--- src/rtl/uart_regif_pkg.sv ---
package uart_regif_pkg;
   localparam int DEC_W = 6;
   localparam logic [DEC_W-1:0] OFF_MODE  = 6'h00;
   localparam logic [DEC_W-1:0] OFF_STAT  = 6'h04;
   localparam logic [DEC_W-1:0] OFF_CMD   = 6'h08;
   localparam logic [DEC_W-1:0] OFF_DATA  = 6'h0C;
   localparam logic [DEC_W-1:0] OFF_AUX   = 6'h10;
   localparam logic [DEC_W-1:0] OFF_INT   = 6'h14;
   localparam logic [DEC_W-1:0] OFF_BAUDA = 6'h18;
   localparam logic [DEC_W-1:0] OFF_BAUDB = 6'h1C;

   localparam int ST_RXRDY = 0;
   localparam int ST_FULL  = 1;
   localparam int ST_TXRDY = 2;
   localparam int ST_TXEMP = 3;

   localparam int IS_TX  = 0;
   localparam int IS_RX  = 1;
   localparam int IS_BRK = 2;

   localparam int MODE_RXSRC_BIT = 6;

   typedef enum logic [2:0] {
      MISC_NOP0   = 3'd0,
      MISC_PTRRST = 3'd1,
      MISC_RXRST  = 3'd2,
      MISC_TXRST  = 3'd3,
      MISC_NOP4   = 3'd4,
      MISC_BRKCLR = 3'd5,
      MISC_NOP6   = 3'd6,
      MISC_NOP7   = 3'd7
   } misc_e;

   typedef enum logic [1:0] {
      DIR_KEEP = 2'd0,
      DIR_ON   = 2'd1,
      DIR_OFF  = 2'd2,
      DIR_RSV  = 2'd3
   } dir_e;

   typedef struct packed {
      logic  spare;
      misc_e misc;
      dir_e  txf;
      dir_e  rxf;
   } cmd_t;
endpackage

--- src/rtl/uart_regif_cmd.sv ---
module uart_regif_cmd
   import uart_regif_pkg::*;
(
   input  logic       clk,
   input  logic       rst_n,
   input  logic       cmd_we,
   input  logic [7:0] cmd_byte,
   output logic       tx_en,
   output logic       rx_en,
   output logic       ptr_rst,
   output logic       rx_flush,
   output logic       tx_rst,
   output logic       brk_clr
);
   cmd_t cmd;
   logic tx_nxt, rx_nxt;

   assign cmd      = cmd_t'(cmd_byte);
   assign ptr_rst  = cmd_we && (cmd.misc == MISC_PTRRST);
   assign rx_flush = cmd_we && (cmd.misc == MISC_RXRST);
   assign tx_rst   = cmd_we && (cmd.misc == MISC_TXRST);
   assign brk_clr  = cmd_we && (cmd.misc == MISC_BRKCLR);

   // misc field first, then transmitter, then receiver
   always_comb begin
      tx_nxt = tx_en;
      rx_nxt = rx_en;
      if (cmd_we) begin
         if (tx_rst)   tx_nxt = 1'b0;
         if (rx_flush) rx_nxt = 1'b0;
         case (cmd.txf)
            DIR_ON:  tx_nxt = 1'b1;
            DIR_OFF: tx_nxt = 1'b0;
            default: ;
         endcase
         case (cmd.rxf)
            DIR_ON:  rx_nxt = 1'b1;
            DIR_OFF: rx_nxt = 1'b0;
            default: ;
         endcase
      end
   end

   always_ff @(posedge clk) begin
      if (!rst_n) begin
         tx_en <= 1'b0;
         rx_en <= 1'b0;
      end else begin
         tx_en <= tx_nxt;
         rx_en <= rx_nxt;
      end
   end

   AST_FLUSH_RX_OFF: assert property (@(posedge clk) disable iff (!rst_n)
      (rx_flush && cmd.rxf != DIR_ON) |=> !rx_en);
   AST_TXRST_OFF: assert property (@(posedge clk) disable iff (!rst_n)
      (tx_rst && cmd.txf != DIR_ON) |=> !tx_en);
   AST_NOP_KEEPS: assert property (@(posedge clk) disable iff (!rst_n)
      (cmd_we && cmd.txf == DIR_KEEP && !tx_rst) |=> $stable(tx_en));
endmodule

--- src/rtl/uart_regif_tx.sv ---
module uart_regif_tx #(
   parameter int DATA_W = 8
) (
   input  logic              clk,
   input  logic              rst_n,
   input  logic              load,
   input  logic [DATA_W-1:0] load_data,
   input  logic              tx_en,
   input  logic              tx_rst,
   input  logic              tx_ready,
   output logic              tx_valid,
   output logic [DATA_W-1:0] tx_data,
   output logic              tx_empty
);
   logic [DATA_W-1:0] hold_q;
   logic              empty_q;

   assign tx_valid = tx_en && !empty_q;
   assign tx_data  = hold_q;
   assign tx_empty = empty_q;

   always_ff @(posedge clk) begin
      if (!rst_n) begin
         hold_q  <= '0;
         empty_q <= 1'b1;
      end else begin
         if (load) begin
            hold_q  <= load_data;
            empty_q <= 1'b0;
         end else if (tx_rst || (tx_valid && tx_ready)) begin
            empty_q <= 1'b1;
         end
      end
   end

   AST_TX_HOLD: assert property (@(posedge clk) disable iff (!rst_n)
      (tx_valid && !tx_ready && !load) |=> $stable(tx_data));
   AST_TX_DONE: assert property (@(posedge clk) disable iff (!rst_n)
      (tx_valid && tx_ready && !load) |=> (tx_empty && !tx_valid));
   AST_TX_LOAD: assert property (@(posedge clk) disable iff (!rst_n)
      load |=> !tx_empty);
endmodule

--- src/rtl/uart_regif_irq.sv ---
module uart_regif_irq
   import uart_regif_pkg::*;
#(
   parameter int DATA_W  = 8,
   parameter bit IRQ_REG = 1'b0
) (
   input  logic              clk,
   input  logic              rst_n,
   input  logic              mask_we,
   input  logic [DATA_W-1:0] mask_data,
   input  logic              tx_rdy,
   input  logic              rx_avail,
   input  logic              rx_full,
   input  logic              rx_src_full,
   input  logic              brk_set,
   input  logic              brk_clr,
   output logic [DATA_W-1:0] isr,
   output logic              irq
);
   logic [DATA_W-1:0] imr_q;
   logic              brk_q;
   logic              hit;

   always_comb begin
      isr         = '0;
      isr[IS_TX]  = tx_rdy;
      isr[IS_RX]  = rx_src_full ? rx_full : rx_avail;
      isr[IS_BRK] = brk_q;
   end

   assign hit = |(isr & imr_q);

   always_ff @(posedge clk) begin
      if (!rst_n) begin
         imr_q <= '0;
         brk_q <= 1'b0;
      end else begin
         if (mask_we) imr_q <= mask_data;
         if (brk_set)      brk_q <= 1'b1;
         else if (brk_clr) brk_q <= 1'b0;
      end
   end

   generate
      if (IRQ_REG) begin : g_irq_ff
         logic irq_q;
         always_ff @(posedge clk) begin
            if (!rst_n) irq_q <= 1'b0;
            else        irq_q <= hit;
         end
         assign irq = irq_q;
      end else begin : g_irq_comb
         assign irq = hit;
         AST_IRQ_MASKED: assert property (@(posedge clk) disable iff (!rst_n)
            (imr_q == '0) |-> !irq);
      end
   endgenerate

   AST_BRK_SET: assert property (@(posedge clk) disable iff (!rst_n)
      brk_set |=> isr[IS_BRK]);
endmodule

--- src/rtl/uart_regif.sv ---
module uart_regif
   import uart_regif_pkg::*;
#(
   parameter int ADDR_W  = 6,
   parameter int DATA_W  = 8,
   parameter bit IRQ_REG = 1'b0
) (
   input  logic              clk,
   input  logic              rst_n,
   input  logic [ADDR_W-1:0] bus_addr,
   input  logic              bus_wr,
   input  logic              bus_rd,
   input  logic [DATA_W-1:0] wr_data,
   output logic [DATA_W-1:0] rd_data,
   input  logic [DATA_W-1:0] rxq_data,
   input  logic              rxq_avail,
   input  logic              rxq_full,
   output logic              rxq_pop,
   output logic              rxq_flush,
   output logic              rx_en,
   input  logic              brk_evt,
   input  logic [DATA_W-1:0] baud_a,
   input  logic [DATA_W-1:0] baud_b,
   output logic              tx_valid,
   input  logic              tx_ready,
   output logic [DATA_W-1:0] tx_data,
   output logic              irq
);
   localparam int NUM_MODE = 2;
   localparam int PTR_W    = $clog2(NUM_MODE);

   generate
      if (DATA_W != 8) begin : g_bad_width
         $error("uart_regif: DATA_W must be 8");
      end
      if (ADDR_W < DEC_W) begin : g_bad_addr
         $error("uart_regif: ADDR_W must cover the 64-byte window");
      end
   endgenerate

   logic [DEC_W-1:0]  off;
   logic              we_mode, we_cmd, we_data, we_int, rd_data_hit;
   logic [DATA_W-1:0] mode_q [NUM_MODE];
   logic [PTR_W-1:0]  ptr_q;
   logic              tx_en, ptr_rst, tx_rst, brk_clr, tx_empty;
   logic [DATA_W-1:0] status, isr, rd_nxt;

   assign off         = bus_addr[DEC_W-1:0];
   assign we_mode     = bus_wr && (off == OFF_MODE);
   assign we_cmd      = bus_wr && (off == OFF_CMD);
   assign we_data     = bus_wr && (off == OFF_DATA);
   assign we_int      = bus_wr && (off == OFF_INT);
   assign rd_data_hit = bus_rd && (off == OFF_DATA);
   assign rxq_pop     = rd_data_hit && rxq_avail;

   uart_regif_cmd u_cmd (
      .clk      (clk),
      .rst_n    (rst_n),
      .cmd_we   (we_cmd),
      .cmd_byte (wr_data),
      .tx_en    (tx_en),
      .rx_en    (rx_en),
      .ptr_rst  (ptr_rst),
      .rx_flush (rxq_flush),
      .tx_rst   (tx_rst),
      .brk_clr  (brk_clr)
   );

   uart_regif_tx #(.DATA_W(DATA_W)) u_tx (
      .clk       (clk),
      .rst_n     (rst_n),
      .load      (we_data),
      .load_data (wr_data),
      .tx_en     (tx_en),
      .tx_rst    (tx_rst),
      .tx_ready  (tx_ready),
      .tx_valid  (tx_valid),
      .tx_data   (tx_data),
      .tx_empty  (tx_empty)
   );

   uart_regif_irq #(.DATA_W(DATA_W), .IRQ_REG(IRQ_REG)) u_irq (
      .clk         (clk),
      .rst_n       (rst_n),
      .mask_we     (we_int),
      .mask_data   (wr_data),
      .tx_rdy      (tx_en),
      .rx_avail    (rxq_avail),
      .rx_full     (rxq_full),
      .rx_src_full (mode_q[0][MODE_RXSRC_BIT]),
      .brk_set     (brk_evt),
      .brk_clr     (brk_clr),
      .isr         (isr),
      .irq         (irq)
   );

   always_comb begin
      status           = '0;
      status[ST_RXRDY] = rxq_avail;
      status[ST_FULL]  = rxq_full;
      status[ST_TXRDY] = tx_en;
      status[ST_TXEMP] = tx_empty;
   end

   always_comb begin
      case (off)
         OFF_MODE:  rd_nxt = mode_q[ptr_q];
         OFF_STAT:  rd_nxt = status;
         OFF_DATA:  rd_nxt = rxq_avail ? rxq_data : '0;
         OFF_INT:   rd_nxt = isr;
         OFF_BAUDA: rd_nxt = baud_a;
         OFF_BAUDB: rd_nxt = baud_b;
         default:   rd_nxt = '0;
      endcase
   end

   always_ff @(posedge clk) begin
      if (!rst_n) begin
         ptr_q   <= '0;
         rd_data <= '0;
         for (int i = 0; i < NUM_MODE; i++) mode_q[i] <= '0;
      end else begin
         if (we_mode) begin
            mode_q[ptr_q] <= wr_data;
            ptr_q         <= PTR_W'(NUM_MODE - 1);
         end else if (ptr_rst) begin
            ptr_q <= '0;
         end
         if (bus_rd) rd_data <= rd_nxt;
      end
   end

   AST_POP_GUARD: assert property (@(posedge clk) disable iff (!rst_n)
      rxq_pop |-> rxq_avail);
   AST_PTR_ADV: assert property (@(posedge clk) disable iff (!rst_n)
      we_mode |=> (ptr_q == PTR_W'(NUM_MODE - 1)));
   AST_RD_HOLD: assert property (@(posedge clk) disable iff (!rst_n)
      !bus_rd |=> $stable(rd_data));
endmodule

--- config.mk ---
export PLATFORM = sky130hd
export DESIGN_NAME = uart_regif
export DESIGN_NICKNAME = d
export VERILOG_FILES = /design/src/rtl/uart_regif_pkg.sv /design/src/rtl/uart_regif_cmd.sv /design/src/rtl/uart_regif_tx.sv /design/src/rtl/uart_regif_irq.sv /design/src/rtl/uart_regif.sv
export SDC_FILE = /design/constraint.sdc
export NUM_CORES = 1
export LEC_CHECK = 0
export ABC_AREA = 0
export ABC_CLOCK_PERIOD_IN_PS = 2100
export BUFFER_PORTS_ARGS = -buffer_cell sky130_fd_sc_hd__buf_2
export CORE_MARGIN = 2
export CORE_UTILIZATION = 45
export DETAILED_ROUTE_END_ITERATION = 16
export PLACE_DENSITY = 0.69
export SLEW_MARGIN = 5
export SYNTH_ARGS = -nofsm -noshare
export SYNTH_HDL_FRONTEND = slang
export SYNTH_SLANG_ARGS = --single-unit
--- constraint.sdc ---
create_clock -name clk -period 2.1 [get_ports clk]
set_input_delay 0.105 -clock clk [delete_from_list [all_inputs] [get_ports clk]]
set_output_delay 0.105 -clock clk [all_outputs]
set_load 0.02 [all_outputs]
==> impl_metrics.ini <==
[finish]
drive_gt1_frac = 0.351
antennaDiodeCount = 0
areaGrowthSynthToFinish_pct = 23.8
fill_cells = 393
fin_nets = 315
design_area_um2 = 2570

[placement]
place.gp.congestion = 0.830
dpl.hpwl_um = 3540
io_buffer_count = 66
place_area_um2 = 2480

[worst_setup_path]
critPathTopFamily = flip-flops
path_buf_inv = 2
reg2reg_slack_ns = 0.64
path_class = flop to output port
cp.required_ns = 2.00
endpoint_kind = output port
start_kind = flop
critPathMaxStageDelay_ns = 0.37
worst_r2r_path_depth = 4
cp_max_fo = 2
arrival_ns = 1.51
crit_slowest_cell = edfxtp_1
r2r_end = rd_data[0]$_SDFFE_PN0P_
cp_cell_sequence = mux2_2 > a222oi_1 > inv_1 > buf_2

[sta]
fmax_mhz = 618
period_needed_ns = 1.62
slew_viol_final = 0
fin_tns_setup_ns = 0
whs_ns = 0.0501
relSlewSlack = 0.645
worstMarginPinSlew_ns = 0.525
setup_viol = 0
rsz0062_at_grt = no
finClkSkew_ns = 0.00652
report.final.hold_viol_count = 0
min_period_over_period = 0.771

[die]
fp-row-count = 24
core_area_um2 = 4410
ios = 67
dieArea_um2 = 5180
die_h_um = 72.0
initial_core_util = 0.471
dieWidth_um = 72.0

[route]
ant_nets = 0
wl_per_cell_um = 15.0
via_per_inst = 5.50
drt-total-wl_um = 4810
num_vias = 1761
first_pass_iters = 4
drtIter0Drc = 88
drc = 0

[global_routing]
overflow = 0
antenna_found_initial = 0
grt_max_degree = 19
grtUsageTotal = 0.194
grt_pass1_vias = 1587
grt_pass1_wl_um = 7650

[synthesis]
synth_top_family_by_area = simple AND/OR/NAND/NOR gates
ys_seq_elements = 41
synth_edf_count = 16
yosysWarnings = 0
synthAdderAreaFrac = 0.0120
synth-simple-area-share = 0.212
ys_top_cells_by_count = dfxtp_1 (25), mux2i_1 (18), and2_1 (17)
synth_xor_area_frac = 0
muxShareOfSynthArea = 0.125
synth_top_area_cell = dfxtp_1
synth_compound_area_frac = 0.146
synth_top_area_frac = 0.241
syn_avg_cell_area_um2 = 10.4
post-synth-top-count-cell = dfxtp_1
synthDistinctLibCells = 46
syn_area_um2 = 2080
synthCells = 199
synth_nets = 247
async_flop_share = 0
ys_top_cells_by_area = dfxtp_1 (24%), edfxtp_1 (23%), mux2i_1 (8.7%), and2_1 (5.1%), nor2b_1 (4.2%)
ys_seq_area_frac = 0.472
synth_top_flop_cell = dfxtp_1

[power_and_ir_drop]
power_mw = 1.57
leakage_nw = 1.10
irDropWorstVdd_v = 0.000337
power_density_nw_per_um2 = 610

[clock_tree]
clock-root-buffer = clkbuf_8
cts_tree = yes
cts_setup_buffers = 0
clock_latency_ns = 0.30
clk_pin_slew_worst_paths_ns = 0.08
htree_levels = 2
clock_sinks = 41
cts_buffers = 5
clock_path_buffers = 2
cts_hold_buffers = 0
post_cts_resized = 0

[min_path]
hold_depth = 3
hp-class = input port to flop
min_to = u_irq.brk_q$_SDFFE_PN0P_
worst_hold_startpoint = brk_evt

[flow_run]
cap_violations = 0

[run_status]
status = completed
flip-flops by register name (all words and copies together), names as in the netlist, named ones only:
name           cells
u_cmd.tx_en        1
u_cmd.rx_en        1
u_irq.imr_q        3
ptr_q              1
u_tx.tx_empty      1
rd_data            8
u_irq.brk_q        1
mode_q            16
u_tx.tx_data       8
power breakdown:
group,internal [mW],switching (mW),total [mW],leakage [nW]
clock,0.267,0.274,0.541,0.0445
combinational,0.0761,0.0959,0.172,0.694
sequential,0.847,0.00963,0.857,0.362
worst max-delay path by stage:
stage	start	endpoint	slack, ns	cells after the start
2_1_floorplan	bus_addr[5]	mode_q[1][0]$_SDFFCE_PN0P_	0.31	5
3_3_place_gp	bus_addr[5]	mode_q[1][5]$_SDFFCE_PN0P_	0.27	5
3_5_place_dp	bus_addr[5]	mode_q[1][2]$_SDFFCE_PN0P_	0.25	5
4_1_cts	mode_q[0][6]$_SDFFCE_PN0P_	irq	0.46	4
5_1_grt	mode_q[0][6]$_SDFFCE_PN0P_	irq	0.33	4
6_report	mode_q[0][6]$_SDFFCE_PN0P_	irq	0.48	4
worst reg2reg max path, stage by stage (launching register included):
cell and delay (ns):
dfxtp_1 0.55, mux2i_1 0.29, nor3_1 0.08, a311oi_1 0.29, a31oi_1 0.12
cells by family (layout without fill, tap and decap cells):
| kind of cell | after synthesis | after routing |
|---|---|---|
| buffers and inverters | 18 | 87 |
| adders and majority gates | 2 | 2 |
| AOI/OAI and AO/OA | 46 | 46 |
| and+or+nand+nor | 67 | 67 |
| DFF | 41 | 41 |
| muxes | 25 | 25 |
cell usage in the layout (no fill, tap or decap), types with 2 or more instances in the layout:
cell and count:
a311oi_1 2, o21ai_1 2, and2_1 17, nor2_1 2, a21boi_1 2, edfxtp_1 16
dfxtp_1 25, mux2i_1 18, nor3_1 2, a211oi_1 2, buf_2 66, clkbuf_8 6
nand2_1 9, a31oi_1 9, o21ai_0 9, nor2b_1 14, ha_1 2, nand4_1 2
nand3b_1 2, nand3_1 3, and3_1 2, a22oi_1 9, a21oi_1 5, inv_1 6
buf_4 7, mux2_2 7
final cells by class:
cell class                 instances  area, um2  share of cell area
inverter                           6       22.5             0.00875
multi-input combinational        140       1030               0.399
timing repair buffer              73        383               0.149
clock buffer                       7       86.3              0.0336
sequential                        41        981               0.381
tap                               52       65.1              0.0253
clock inverter                     1       7.51             0.00292
through the flow:
step	std cells	setup slack, ns	util
2_1_floorplan	199	0.314	-
3_3_place_gp	312	0.269	0.562
3_5_place_dp	312	0.248	0.562
4_1_cts	320	0.460	0.583
5_1_grt	320	0.333	0.583
6_report	320	0.481	0.583
metal layers:
| metal | track usage | up-vias | share of wire |
|---|---|---|---|
| met3 | 0.0486 | 7 | 0.068 |
| met2 | 0.293 | 68 | 0.45 |
| met1 | 0.275 | 812 | 0.47 |
| met4 | 0.0629 | 0 | 0.012 |
| met5 | 0 | - | 0 |
| li1 | - | 874 | - |
(Power assumes the default switching activity.)
